### config.mk
export PLATFORM = sky130hd
export DESIGN_NAME = dual_width_timer
export DESIGN_NICKNAME = d
export VERILOG_FILES = /design/src/rtl/dwt_pkg.sv /design/src/rtl/dwt_prescaler.sv /design/src/rtl/dwt_edge_detect.sv /design/src/rtl/dwt_counter.sv /design/src/rtl/dwt_compare.sv /design/src/rtl/dual_width_timer.sv
export SDC_FILE = /design/constraint.sdc
export NUM_CORES = 1
export LEC_CHECK = 0
export BUFFER_PORTS_ARGS = -buffer_cell sky130_fd_sc_hd__buf_2
export CAP_MARGIN = 20
export CORE_ASPECT_RATIO = 1.1
export CORE_MARGIN = 2
export CORE_UTILIZATION = 54
export CTS_CLUSTER_DIAMETER = 200
export DETAILED_ROUTE_END_ITERATION = 12
export MAX_ROUTING_LAYER = met4
export PLACE_DENSITY = 0.75
export SLEW_MARGIN = 15
export SYNTH_ARGS = -nofsm -noshare
export SYNTH_HDL_FRONTEND = slang
export SYNTH_SLANG_ARGS = --single-unit
### constraint.sdc
create_clock -name clk -period 1.9 [get_ports clk]
set_input_delay 0.285 -clock clk [delete_from_list [all_inputs] [get_ports clk]]
set_output_delay 0.285 -clock clk [all_outputs]
set_load 0.05 [all_outputs]
### src/rtl/dwt_pkg.sv
package dwt_pkg;
  localparam int BYTE_W    = 8;
  localparam int NUM_CMP   = 2;
  localparam int ADDR_W    = 3;
  localparam int NUM_TAPS  = 4;
  localparam int SYNC_N    = 2;
  // prescaler tap widths: divide by 8, 64, 256, 1024
  localparam int TAP_SHIFT [NUM_TAPS] = '{3, 6, 8, 10};

  typedef enum logic [2:0] {
    CS_STOP     = 3'd0,
    CS_DIV1     = 3'd1,
    CS_DIV8     = 3'd2,
    CS_DIV64    = 3'd3,
    CS_DIV256   = 3'd4,
    CS_DIV1024  = 3'd5,
    CS_EXT_FALL = 3'd6,
    CS_EXT_RISE = 3'd7
  } clk_sel_e;

  localparam logic [ADDR_W-1:0] A_CTRL     = 3'd0;
  localparam logic [ADDR_W-1:0] A_CNT_LO   = 3'd1;
  localparam logic [ADDR_W-1:0] A_CNT_HI   = 3'd2;
  localparam logic [ADDR_W-1:0] A_CMP_BASE = 3'd3;
  localparam logic [ADDR_W-1:0] A_FLAGS    = 3'd7;

  function automatic logic [ADDR_W-1:0] cmp_addr(input int ch, input logic hi);
    return ADDR_W'(int'(A_CMP_BASE) + 2 * ch + int'(hi));
  endfunction
endpackage

### src/rtl/dwt_prescaler.sv
module dwt_prescaler
  import dwt_pkg::*;
#(
  parameter int PRE_W = 10
) (
  input  logic                clk,
  input  logic                rst,
  output logic [NUM_TAPS-1:0] tap
);
  logic [PRE_W-1:0] pre_q;

  always_ff @(posedge clk) begin
    if (rst) pre_q <= '0;
    else     pre_q <= pre_q + 1'b1;
  end

  // one-cycle pulse each time the low bits of the divider roll over
  for (genvar g = 0; g < NUM_TAPS; g++) begin : g_tap
    assign tap[g] = &pre_q[TAP_SHIFT[g]-1:0];
  end
endmodule

### src/rtl/dwt_edge_detect.sv
module dwt_edge_detect #(
  parameter int STAGES = 2
) (
  input  logic clk,
  input  logic rst,
  input  logic pin,
  output logic rise_p,
  output logic fall_p
);
  logic [STAGES-1:0] sync_q;
  logic              prev_q;

  always_ff @(posedge clk) begin
    if (rst) begin
      sync_q <= '0;
      prev_q <= 1'b0;
    end else begin
      sync_q <= {sync_q[STAGES-2:0], pin};
      prev_q <= sync_q[STAGES-1];
    end
  end

  assign rise_p =  sync_q[STAGES-1] && !prev_q;
  assign fall_p = !sync_q[STAGES-1] &&  prev_q;
endmodule

### src/rtl/dwt_counter.sv
module dwt_counter #(
  parameter int BYTE_W = 8
) (
  input  logic                clk,
  input  logic                rst,
  input  logic                tick,
  input  logic                wide,
  input  logic                wr_lo,
  input  logic                wr_hi,
  input  logic [BYTE_W-1:0]   wdata,
  output logic [2*BYTE_W-1:0] cnt,
  output logic                cmp_en
);
  logic [BYTE_W-1:0] lo_q, hi_q;
  logic              blk_q;
  logic              step;

  // a cycle that writes the counter neither counts nor compares
  assign step = tick && !wr_lo && !wr_hi;

  always_ff @(posedge clk) begin
    if (rst)        lo_q <= '0;
    else if (wr_lo) lo_q <= wdata;
    else if (step)  lo_q <= lo_q + 1'b1;
  end

  always_ff @(posedge clk) begin
    if (rst)                               hi_q <= '0;
    else if (wr_hi)                        hi_q <= wdata;
    else if (step && wide && (&lo_q))      hi_q <= hi_q + 1'b1;
  end

  // low-byte write arms a one-tick compare blanking
  always_ff @(posedge clk) begin
    if (rst)        blk_q <= 1'b0;
    else if (wr_lo) blk_q <= 1'b1;
    else if (tick)  blk_q <= 1'b0;
  end

  assign cnt    = {hi_q, lo_q};
  assign cmp_en = step && !blk_q;
endmodule

### src/rtl/dwt_compare.sv
module dwt_compare #(
  parameter int BYTE_W = 8
) (
  input  logic [2*BYTE_W-1:0] cnt,
  input  logic [2*BYTE_W-1:0] ref_val,
  input  logic                wide,
  output logic                hit
);
  assign hit = wide ? (cnt == ref_val)
                    : (cnt[BYTE_W-1:0] == ref_val[BYTE_W-1:0]);
endmodule

### src/rtl/dual_width_timer.sv
module dual_width_timer
  import dwt_pkg::*;
(
  input  logic              clk,
  input  logic              rst,
  input  logic              ext_clk_pin,
  input  logic              reg_wr,
  input  logic [ADDR_W-1:0] reg_addr,
  input  logic [BYTE_W-1:0] reg_wdata,
  output logic [BYTE_W-1:0] reg_rdata,
  output logic              cmp_a_flag,
  output logic              cmp_b_flag
);
  localparam int CNT_W  = 2 * BYTE_W;
  localparam int CTRL_W = 4;
  localparam int PRE_W  = TAP_SHIFT[NUM_TAPS-1];

  logic [CTRL_W-1:0]            ctrl_q;
  clk_sel_e                     clk_sel;
  logic                         wide;
  logic [NUM_TAPS-1:0]          tap;
  logic                         ext_rise, ext_fall;
  logic                         tick;
  logic [CNT_W-1:0]             cnt_q;
  logic                         cmp_en;
  logic [NUM_CMP-1:0][CNT_W-1:0] cmp_q;
  logic [NUM_CMP-1:0]           hit;
  logic [NUM_CMP-1:0]           flag_q;
  logic [BYTE_W-1:0]            rd_mux;
  logic [BYTE_W-1:0]            rdata_q;
  logic                         wr_ctrl, wr_lo, wr_hi, wr_flags;

  assign wr_ctrl  = reg_wr && (reg_addr == A_CTRL);
  assign wr_lo    = reg_wr && (reg_addr == A_CNT_LO);
  assign wr_hi    = reg_wr && (reg_addr == A_CNT_HI);
  assign wr_flags = reg_wr && (reg_addr == A_FLAGS);

  always_ff @(posedge clk) begin
    if (rst)          ctrl_q <= '0;
    else if (wr_ctrl) ctrl_q <= reg_wdata[CTRL_W-1:0];
  end

  assign clk_sel = clk_sel_e'(ctrl_q[2:0]);
  assign wide    = ctrl_q[3];

  dwt_prescaler #(.PRE_W(PRE_W)) i_pre (
    .clk (clk),
    .rst (rst),
    .tap (tap)
  );

  dwt_edge_detect #(.STAGES(SYNC_N)) i_edge (
    .clk    (clk),
    .rst    (rst),
    .pin    (ext_clk_pin),
    .rise_p (ext_rise),
    .fall_p (ext_fall)
  );

  always_comb begin
    unique case (clk_sel)
      CS_STOP:     tick = 1'b0;
      CS_DIV1:     tick = 1'b1;
      CS_DIV8:     tick = tap[0];
      CS_DIV64:    tick = tap[1];
      CS_DIV256:   tick = tap[2];
      CS_DIV1024:  tick = tap[3];
      CS_EXT_FALL: tick = ext_fall;
      CS_EXT_RISE: tick = ext_rise;
      default:     tick = 1'b0;
    endcase
  end

  dwt_counter #(.BYTE_W(BYTE_W)) i_cnt (
    .clk    (clk),
    .rst    (rst),
    .tick   (tick),
    .wide   (wide),
    .wr_lo  (wr_lo),
    .wr_hi  (wr_hi),
    .wdata  (reg_wdata),
    .cnt    (cnt_q),
    .cmp_en (cmp_en)
  );

  for (genvar ch = 0; ch < NUM_CMP; ch++) begin : g_ch
    logic [CNT_W-1:0] cmp_r;
    logic             flag_r;
    logic             sel_lo, sel_hi, clr;

    assign sel_lo = reg_wr && (reg_addr == cmp_addr(ch, 1'b0));
    assign sel_hi = reg_wr && (reg_addr == cmp_addr(ch, 1'b1));
    assign clr    = wr_flags && reg_wdata[ch];

    always_ff @(posedge clk) begin
      if (rst) begin
        cmp_r <= '0;
      end else begin
        if (sel_lo) cmp_r[BYTE_W-1:0]     <= reg_wdata;
        if (sel_hi) cmp_r[CNT_W-1:BYTE_W] <= reg_wdata;
      end
    end

    dwt_compare #(.BYTE_W(BYTE_W)) i_cmp (
      .cnt     (cnt_q),
      .ref_val (cmp_r),
      .wide    (wide),
      .hit     (hit[ch])
    );

    // a match in the same cycle as a clear keeps the flag set
    always_ff @(posedge clk) begin
      if (rst)                   flag_r <= 1'b0;
      else if (cmp_en && hit[ch]) flag_r <= 1'b1;
      else if (clr)              flag_r <= 1'b0;
    end

    assign cmp_q[ch]  = cmp_r;
    assign flag_q[ch] = flag_r;
  end

  always_comb begin
    rd_mux = '0;
    if (reg_addr == A_CTRL)   rd_mux[CTRL_W-1:0]  = ctrl_q;
    if (reg_addr == A_CNT_LO) rd_mux              = cnt_q[BYTE_W-1:0];
    if (reg_addr == A_CNT_HI) rd_mux              = cnt_q[CNT_W-1:BYTE_W];
    if (reg_addr == A_FLAGS)  rd_mux[NUM_CMP-1:0] = flag_q;
    for (int c = 0; c < NUM_CMP; c++) begin
      if (reg_addr == cmp_addr(c, 1'b0)) rd_mux = cmp_q[c][BYTE_W-1:0];
      if (reg_addr == cmp_addr(c, 1'b1)) rd_mux = cmp_q[c][CNT_W-1:BYTE_W];
    end
  end

  always_ff @(posedge clk) begin
    if (rst) rdata_q <= '0;
    else     rdata_q <= rd_mux;
  end

  assign reg_rdata  = rdata_q;
  assign cmp_a_flag = flag_q[0];
  assign cmp_b_flag = flag_q[1];
endmodule

==> flow_summary.yaml <==
cts:
  clockBufferDepth: 2
  cts_tree: "built"
  hold_buffers: 0
  cts_num_sinks: 76
  htreeDepth: 3
  numCtsBuffers: 9
  clk_pin_slew_worst_paths_ns: 0.08
  cts_root_buffer: "clkbuf_8"
  clk_latency_ns: 0.36
placement:
  hpwl_mm: 8.22
  portBuffers: 24
  place_area_um2: 4450
  gp_congestion: 0.944
grt:
  antenna_found_initial: 0
  gr-total-overflow: 0
  grt_pass1_wl_mm: 18.5
  grt_pass1_vias: 3586
  grt_max_degree: 30
  track_usage_pct: 30.3
synth:
  async_flop_share_pct: 0
  ys.flop_type: "dfxtp_1"
  avgSynthCellArea_um2: 8.08
  synth_area_leader_cell: "dfxtp_1"
  synth-seq-cells: 76
  synth_top_cell_area_share_pct: 37.8
  synth_edf_count: 0
  synth_area_um2: 4030
  synth_cells: 499
  ys_top_cells_by_area: "dfxtp_1 (38%), nand2_1 (8.2%), xnor2_1 (6.1%)"
  yosysSeqAreaShare_pct: 37.8
  syn-num-nets: 518
  ys_types: 53
  yosys_warnings: 0
job:
  cap_violations: 0
pwr:
  vdd.ir_drop.worst_mv: 0.402
  p_seq_share_pct: 47.1
  power.density_nw_per_um2: 735
  p_sw_uw: 968
  combinationalPowerShare_pct: 13.7
  p_leak_nw: 1.90
  internal-power_mw: 2.64
  clkPwrFrac_pct: 39.2
  p_sw_share_pct: 26.8
hold_path:
  min_path_type: "primary input to flip-flop"
die:
  die_w_um: 86.4
  num_rows: 33
  io_pins: 25
  dieArea_um2: 8170
  die_h_um: 94.6
  initial_core_util_pct: 54.8
  core_um2: 7350
worst_setup_path:
  reg2reg_to: "i_cnt.lo_q[6]"
  crit_path_start_kind: "flip-flop"
  required_ns: 2.13
  path_max_fanout: 6
  worstSetupEndpoint: "i_cnt.lo_q[6]"
  startpoint: "i_pre.pre_q[4]"
  r2r_start: "i_pre.pre_q[4]"
  r2r_slack_ns: 0.01
  reg2regPathDepth: 8
  critPathKind: "flip-flop to flip-flop"
  arrival_ns: 2.12
  end_kind: "flip-flop"
sta:
  finalHoldViolCount: 0
  setup-violations-final: 0
  finalClockSkew_ns: 0.00892
  worstMarginPinSlew_ns: 0.411
  min_period_over_period_pct: 99.4
  final-max-slew-violation-count: 0
  hold-worst-slack_ns: 0.139
  fmax_mhz: 530
  fin_crit_ns: 1.89
  rsz0062_at_grt: "yes"
  slew_headroom_pct: 72.3
cells_and_area:
  fin_area_um2: 4910
  drive_gt1_share_pct: 25.2
  syn_to_final_growth_pct: 21.8
  n_antenna_cell: 0
  nets: 574
detailed_routing:
  routed_via_density: 6.09
  num_vias: 3934
  drc: 0
  firstDrtPassIters: 5
  post_drt_wl_per_cell_um: 18.5
  drtIter0Drc: 370
  wirelength_mm: 12.0
  drtAntennaViolNets: 0
run_status:
  outcome: "completed"
[Yosys cell counts, drive strengths merged (2+ instances only)]
cell / number
o2111ai: 3
and3: 11
mux2i: 11
xnor2: 28
and4: 2
nand2b: 2
mux2: 2
a211oi: 12
xor2: 20
a221oi: 2
ha: 4
nand3: 19
inv: 5
a32o: 2
nand4: 7
nor2b: 10
o2111a: 2
dfxtp: 76
or3: 5
nor3: 10
o21ai: 16
o221ai: 2
buf: 13
clkbuf: 24
o211a: 2
a22o: 2
a311oi: 2
nor2: 43
o31ai: 4
a21oi: 46
nor4: 5
a31oi: 2
nand2: 89
o211ai: 2
or4: 2
[placed cells by master, fill, tap and decap left out, types with 3 or more instances in the layout]
master / count
dfxtp_1: 67
nor2_1: 42
nand2_1: 87
clkbuf_8: 11
o31ai_1: 4
xor2_1: 20
nor3_2: 4
and3_1: 7
o21ai_0: 16
a211oi_1: 10
mux2i_1: 11
nor2b_1: 10
buf_2: 24
inv_1: 4
xnor2_1: 28
nor3_1: 4
buf_4: 57
or3_1: 3
nand4_1: 7
a21oi_1: 45
nor4_1: 4
nand3_1: 19
dfxtp_2: 8
[registers in the layout (all words and copies together), names as in the netlist]
| register | flops |
|---|---|
| cmp_a_flag | 1 |
| cmp_b_flag | 1 |
| ctrl_q | 4 |
| g_ch.cmp_r | 32 |
| i_cnt.blk_q | 1 |
| i_cnt.hi_q | 8 |
| i_cnt.lo_q | 8 |
| i_edge.prev_q | 1 |
| i_edge.sync_q | 2 |
| i_pre.pre_q | 10 |
| reg_rdata | 8 |
[cell families after synthesis]
family	Yosys count	share of synthesized area, %
compound gates	104	16.8
xor+xnor	48	10.4
fa+ha+maj	4	1.24
buf+inv	44	5.74
flops	76	37.8
mux	14	3.85
simple gates	209	24.2
[repair_timing]
action                     in CTS  in global routing
setup buffers                   4                  4
pin swaps                       2                 14
setup endpoints to repair       4                 18
cloned                          0                  0
gates resized for setup         8                 31
[worst min-delay path by stage]
stage,from,end,depth (start not counted)
2_1_floorplan,ext_clk_pin,i_edge.sync_q[0],1
3_3_place_gp,i_cnt.blk_q,i_cnt.blk_q,2
3_5_place_dp,i_edge.sync_q[0],i_edge.sync_q[1],1
4_1_cts,ext_clk_pin,i_edge.sync_q[0],2
5_1_grt,ext_clk_pin,i_edge.sync_q[0],2
6_report,ext_clk_pin,i_edge.sync_q[0],2
[power by group through the flow]
| stage | logic (mW) | registers [mW] | clock network (mW) |
|---|---|---|---|
| 3_5_place_dp | 0.458 | 1.74 | 0 |
| 4_1_cts | 0.466 | 1.70 | 1.41 |
| 6_report | 0.494 | 1.70 | 1.41 |
| 3_3_place_gp | 0.451 | 1.73 | 0 |
| 2_1_floorplan | 0.288 | 1.75 | 0 |
| 5_1_grt | 0.535 | 1.71 | 1.50 |
[worst max-delay path, cell delays in order (launching register included)]
cell and delay, ns:
dfxtp_2 0.33, and3_4 0.19, and3_2 0.19, o32ai_1 0.07, buf_4 0.17, or2_4 0.26
buf_4 0.15, o21ai_0 0.26, a311oi_2 0.14
[per-layer routing]
metal / GRT usage, % / up-vias / wire (um) / share of wire [%]
li1: - / 1847 / - / -
met1: 40.0 / 1860 / 5100 / 43
met2: 45.8 / 192 / 5600 / 47
met3: 4.81 / 35 / 843 / 7.0
met4: 13.7 / 0 / 427 / 3.6
met5: - / - / 0 / 0
[through the flow]
stage / power (mW) / TNS, ns / setup slack (ns) / instances / util [%]
after floorplan: 2.04 / 0 / 0.00398 / 499 / -
after global placement: 2.18 / -0.0376 / -0.0325 / 623 / 60.5
after detailed placement: 2.19 / -0.342 / -0.130 / 623 / 60.5
after CTS: 3.58 / -0.00218 / -0.00218 / 642 / 64.3
after global routing: 3.74 / -0.240 / -0.0907 / 646 / 66.8
final: 3.61 / 0 / 0.0118 / 646 / 66.8
[area by class of cell]
class                      instances  area (um2)
multi-input combinational        379        2450
fill                             589        2440
sequential                        76        1540
timing repair buffer              83         571
clock buffer                      11         151
tap                               87         109
clock inverter                     4        72.6
inverter                           6        22.5
(Power assumes the default switching activity.)
